File: src/rtl/esq_pkg.sv
package esq_pkg;
    typedef enum logic {
        SQ_IDLE = 1'b0,
        SQ_BUSY = 1'b1
    } sq_state_e;
endpackage

File: src/rtl/esq_lane_picker.sv
// Selects the lowest LANES set bits of the pending vector and packs their indices into lanes.
module esq_lane_picker #(
    parameter int VL_MAX = 8,
    parameter int LANES  = 4,
    parameter int EW     = 3
) (
    input  logic [VL_MAX-1:0]   pend,
    output logic [LANES-1:0]    en,
    output logic [LANES*EW-1:0] elem,
    output logic [VL_MAX-1:0]   taken
);
    always_comb begin
        int unsigned cnt;
        cnt   = 0;
        en    = '0;
        elem  = '0;
        taken = '0;
        for (int i = 0; i < VL_MAX; i++) begin
            if (pend[i] && (cnt < LANES)) begin
                en[cnt]             = 1'b1;
                elem[cnt*EW +: EW]  = EW'(i);
                taken[i]            = 1'b1;
                cnt                 = cnt + 1;
            end
        end
    end
endmodule

File: src/rtl/esq_reg_offset.sv
// Physical register index: the base, stepped by the element number when the operand is vectorised.
module esq_reg_offset #(
    parameter int REGW = 5,
    parameter int EW   = 3
) (
    input  logic [REGW-1:0] base,
    input  logic            step,
    input  logic [EW-1:0]   elem,
    output logic [REGW-1:0] phys
);
    always_comb begin
        if (step) phys = base + REGW'(elem);
        else      phys = base;
    end
endmodule

File: src/rtl/elem_issue_seq.sv
module elem_issue_seq #(
    parameter int VL_MAX = 8,
    parameter int LANES  = 4,
    parameter int REGW   = 5
) (
    input  logic                               clk,
    input  logic                               rst_n,
    input  logic                               op_valid,
    output logic                               op_ready,
    input  logic [REGW-1:0]                    rd,
    input  logic [REGW-1:0]                    rs1,
    input  logic [REGW-1:0]                    rs2,
    input  logic                               rd_vec,
    input  logic                               rs1_vec,
    input  logic                               rs2_vec,
    input  logic [$clog2(VL_MAX+1)-1:0]        vl,
    input  logic [VL_MAX-1:0]                  mask,
    input  logic                               zero_mode,
    output logic                               lane_valid,
    input  logic                               lane_ready,
    output logic [LANES-1:0]                   lane_en,
    output logic [LANES*((VL_MAX>1)?$clog2(VL_MAX):1)-1:0] lane_elem,
    output logic [LANES*REGW-1:0]              lane_rd,
    output logic [LANES*REGW-1:0]              lane_rs1,
    output logic [LANES*REGW-1:0]              lane_rs2,
    output logic [LANES-1:0]                   lane_zero,
    output logic                               done
);
    import esq_pkg::*;

    localparam int EW = (VL_MAX > 1) ? $clog2(VL_MAX) : 1;
    localparam int CW = $clog2(VL_MAX + 1);

    typedef struct packed {
        sq_state_e         st;
        logic [VL_MAX-1:0] pend;
        logic [VL_MAX-1:0] msk;
        logic              zmode;
        logic              scalar;
        logic [REGW-1:0]   rd;
        logic [REGW-1:0]   rs1;
        logic [REGW-1:0]   rs2;
        logic              rdv;
        logic              r1v;
        logic              r2v;
        logic              done;
    } seq_state_t;

    seq_state_t s_d, s_q;

    logic [VL_MAX-1:0] len_mask;
    logic [VL_MAX-1:0] taken;
    logic [LANES-1:0]  pick_en;

    // Elements below the requested length (clamped at VL_MAX).
    always_comb begin
        for (int i = 0; i < VL_MAX; i++) begin
            len_mask[i] = (i < int'(vl));
        end
    end

    esq_lane_picker #(
        .VL_MAX(VL_MAX),
        .LANES (LANES),
        .EW    (EW)
    ) u_pick (
        .pend (s_q.pend),
        .en   (pick_en),
        .elem (lane_elem),
        .taken(taken)
    );

    for (genvar k = 0; k < LANES; k++) begin : g_lane
        logic [EW-1:0] e_k;
        assign e_k = lane_elem[k*EW +: EW];

        esq_reg_offset #(.REGW(REGW), .EW(EW)) u_rd (
            .base(s_q.rd), .step(s_q.rdv), .elem(e_k), .phys(lane_rd[k*REGW +: REGW])
        );
        esq_reg_offset #(.REGW(REGW), .EW(EW)) u_rs1 (
            .base(s_q.rs1), .step(s_q.r1v), .elem(e_k), .phys(lane_rs1[k*REGW +: REGW])
        );
        esq_reg_offset #(.REGW(REGW), .EW(EW)) u_rs2 (
            .base(s_q.rs2), .step(s_q.r2v), .elem(e_k), .phys(lane_rs2[k*REGW +: REGW])
        );

        assign lane_zero[k] = pick_en[k] & s_q.zmode & ~s_q.scalar & ~s_q.msk[e_k];
    end

    assign lane_en    = pick_en;
    assign lane_valid = (s_q.st == SQ_BUSY);
    assign op_ready   = (s_q.st == SQ_IDLE);
    assign done       = s_q.done;

    always_comb begin
        logic [VL_MAX-1:0] rem;
        logic              all_scalar;
        s_d        = s_q;
        s_d.done   = 1'b0;
        rem        = s_q.pend & ~taken;
        all_scalar = ~(rd_vec | rs1_vec | rs2_vec);

        if (s_q.st == SQ_IDLE) begin
            if (op_valid) begin
                s_d.rd     = rd;
                s_d.rs1    = rs1;
                s_d.rs2    = rs2;
                s_d.rdv    = rd_vec;
                s_d.r1v    = rs1_vec;
                s_d.r2v    = rs2_vec;
                s_d.msk    = mask;
                s_d.zmode  = zero_mode;
                s_d.scalar = all_scalar;
                if (all_scalar)     s_d.pend = VL_MAX'(1);
                else if (zero_mode) s_d.pend = len_mask;
                else                s_d.pend = mask & len_mask;

                if (s_d.pend == '0) s_d.done = 1'b1;
                else                s_d.st   = SQ_BUSY;
            end
        end else if (lane_ready) begin
            s_d.pend = rem;
            if (rem == '0) begin
                s_d.st   = SQ_IDLE;
                s_d.done = 1'b1;
            end
        end
    end

    always_ff @(posedge clk or negedge rst_n) begin
        if (!rst_n) begin
            s_q <= '0;
        end else begin
            s_q <= s_d;
        end
    end
endmodule

File: config.mk
export PLATFORM = sky130hd
export DESIGN_NAME = elem_issue_seq
export DESIGN_NICKNAME = d
export VERILOG_FILES = /design/src/rtl/esq_pkg.sv /design/src/rtl/esq_lane_picker.sv /design/src/rtl/esq_reg_offset.sv /design/src/rtl/elem_issue_seq.sv
export SDC_FILE = /design/constraint.sdc
export NUM_CORES = 1
export LEC_CHECK = 0
export BUFFER_PORTS_ARGS = -buffer_cell sky130_fd_sc_hd__buf_2
export CAP_MARGIN = 25
export CORE_ASPECT_RATIO = 0.75
export CORE_UTILIZATION = 53
export DETAILED_ROUTE_END_ITERATION = 8
export MAX_ROUTING_LAYER = met4
export PLACE_DENSITY = 0.82
export SETUP_SLACK_MARGIN = 0.05
export SLEW_MARGIN = 10
export SYNTH_ARGS = -nofsm -noshare
export SYNTH_HDL_FRONTEND = slang
export SYNTH_SLANG_ARGS = --single-unit
File: constraint.sdc
create_clock -name clk -period 11.83 [get_ports clk]
set_clock_uncertainty 0.05 [all_clocks]
set_input_delay 2.9575 -clock clk [delete_from_list [all_inputs] [get_ports clk]]
set_output_delay 2.9575 -clock clk [all_outputs]
set_load 0.02 [all_outputs]
==> metrics.yaml <==
run_status:
  status: "finished, final reports clean"
global_route:
  grt_pass1_wl_mm: 48.2
  grt_overflow_total: 0
  grt_pass1_vias: 8854
  grt_max_degree: 39
  grt_usage_pct: 37.9
  antenna_found_initial: 0
drt:
  wirelength_mm: 31.4
  routed.top_layer: "met4"
  drc: 0
  vias: 9946
  dr_wl_met3_mm: 3.47
  wl_per_cell_um: 20.0
  ant_nets: 0
  via_per_inst: 6.34
  met2WireLength_mm: 12.8
  dr.pass1.iters: 6
  drt-initial-drc-count: 1102
  met1_length_mm: 14.5
placement:
  hpwl_mm: 24.9
  place_congestion: 1.04
  dp_cells: 1530
  place_area_um2: 9970
  portBuffers: 117
  place_ws_ns: -0.0380
logic_synthesis:
  netlist_area_um2: 8610
  ys_ff_latch: 38
  synthArstFlopShare_pct: 100
  yosys-top-cells-area: "ha_1 (16%), dfrtp_1 (11%), nand2_1 (10%)"
  synthCells: 1193
  ys_warn_count: 0
  synth_ff_type: "dfrtp_1"
  avgSynthCellArea_um2: 7.22
  synth_edf_count: 0
  synth_top_area_share_pct: 16.0
  yosysTopAreaCell: "ha_1"
  synthDistinctLibCells: 97
  ys_seq_area_share_pct: 11.0
clocking:
  clockRootBuffer: "clkbuf_16"
  ctsHoldBuffers: 0
  clkLatencyLatePin_ns: 0.29
  cts_tree: "yes"
  clock_path_buffers: 2
  clock-sinks: 38
  path_clk_slew_ns: 0.06
  htree_levels: 2
  cts_buffers: 5
critical_path:
  crit_path_end_kind: "output port"
  crit_fanout: 8
  critPathRequiredTime_ns: 8.82
  ff2ff_setup_slack_ns: 6.25
  startpoint_type: "flop"
  criticalPathCategory: "reg -> out"
  critPathSlowestCell: "dfrtp_2"
  cpMostUsedCell: "ha_1"
  crit_start: "s_q[29]$_DFFE_PN0P_"
  crit_arrival_ns: 8.48
  r2r-start: "s_q[30]$_DFFE_PN0P_"
  slowest_delay_ns: 0.45
sta:
  fin_crit_sh_pct: 97.1
  layout_min_cycle_time_ns: 11.49
  hold_ws_ns: 0.439
  hold_violations: 0
  setup_viol: 0
  fmax_mhz: 87.0
  worst_pin_slew_ns: 1.01
  maxSlewHeadroom_pct: 32.4
  report.final.slew_viol_count: 0
  rsz0062_at_grt: "true"
  setup_ws_ns: 0.338
final_layout:
  drive_above_1_share_pct: 26.2
  num-fill-cells: 1298
  final_common_cell: "nand2_1"
  final_cell_area_um2: 10800
  layout_common_cells: "nand2_1 (233), buf_2 (115), ha_1 (94)"
  insertedDiodeCount: 0
  syn_to_final_growth_pct: 25.2
  nets: 1523
  final_cells: 1570
floorplanning:
  start_util_pct: 55.3
  ios: 118
  row_count: 39
  die_w_um: 149
  die_height_um: 112
  die_area_um2: 16800
  core_um2: 15600
worst_hold_path:
  hold_start: "s_q[20]$_DFFE_PN0P_"
  hold_class: "reg -> reg"
job:
  maxCapViolCount: 0
-- Yosys cell counts, types with 7 or more instances --
cell type	instances
a2111oi_0	7
a211oi_1	9
a21o_1	8
a21oi_1	88
a22o_1	9
a31oi_1	17
and3_1	13
clkbuf_1	35
dfrtp_1	38
fa_1	14
ha_1	110
inv_1	47
mux2i_1	24
nand2_1	235
nand2b_1	22
nand3_1	39
nand3b_1	8
nand4_1	13
nor2_1	98
nor2b_1	9
nor3_1	28
nor4_1	12
o211ai_1	16
o21ai_0	40
o22ai_1	8
o31ai_1	10
or3_1	11
xnor2_1	49
xor2_1	27
-- path summary, 6_finish.rpt --
check	to	depth (start not counted)
min reg2reg	s_q[20]$_DFFE_PN0P_	2
min	s_q[20]$_DFFE_PN0P_	2
max	lane_rd[4]	43
max in group asynchronous	s_q[29]$_DFFE_PN0P_	1
min in group asynchronous	s_q[13]$_DFFE_PN0P_	1
max reg2reg	lane_valid$_DFF_PN0_	23
-- critical path, delay by kind of cell, from the launching register on --
| family | cells | cell delay [ns] |
|---|---|---|
| AO/OA/AOI/OAI | 11 | 2.08 |
| XOR/XNOR | 3 | 0.46 |
| adder cells (fa/ha/maj) | 8 | 1.67 |
| buffers and inverters | 10 | 1.35 |
| flip-flops | 1 | 0.45 |
| AND/OR/NAND/NOR | 11 | 2.17 |
-- cell type report --
cell class                 count  area (um2)  area share (%)
clock buffer                   5         125            1.16
clock inverter                 3        68.8           0.638
inverter                      54         208            1.93
multi-input combinational   1054        7810            72.4
sequential                    38         953            8.84
tap                          205         256            2.38
timing repair buffer         211        1360            12.6
-- repair_timing --
action                                  CTS  global route
cloned                                    0             0
gates resized for setup                  40            47
setup buffers                            12            20
pin swaps                                11            24
endpoints found under the setup margin   50            64
-- sequential cells by signal, indices dropped and copies added (netlist names) --
name / count
s_q: 36
done: 1
lane_valid: 1
-- logic make-up (layout without fill, tap and decap cells) --
logic type | count (synthesis) | in the layout | share of synthesized area, %
AOI/OAI and AO/OA | 290 | 290 | 24.1
xor gates and xnor gates | 80 | 80 | 8.62
adders and majority gates | 124 | 124 | 19.2
buffers and inverters | 103 | 273 | 4.90
DFF | 38 | 38 | 11.0
muxes | 29 | 29 | 3.57
other | 2 | 4 | 0.0872
and+or+nand+nor | 527 | 527 | 28.5
-- routing by layer --
metal | vias up | GRT usage (%)
li1 | 4628 | -
met1 | 4712 | 56.1
met2 | 555 | 51.3
met3 | 51 | 9.27
met4 | 0 | 6.94
met5 | - | -
-- per-stage QoR --
step           util, %  setup TNS [ns]
2_1_floorplan        -               0
3_3_place_gp      63.9               0
3_5_place_dp      64.0         -0.0970
4_1_cts           67.0               0
5_1_grt           69.3         -0.0423
6_report          69.3               0
Power is not shown: default switching activity piles up to over one toggle a cycle in this logic, so the estimate is an artifact.
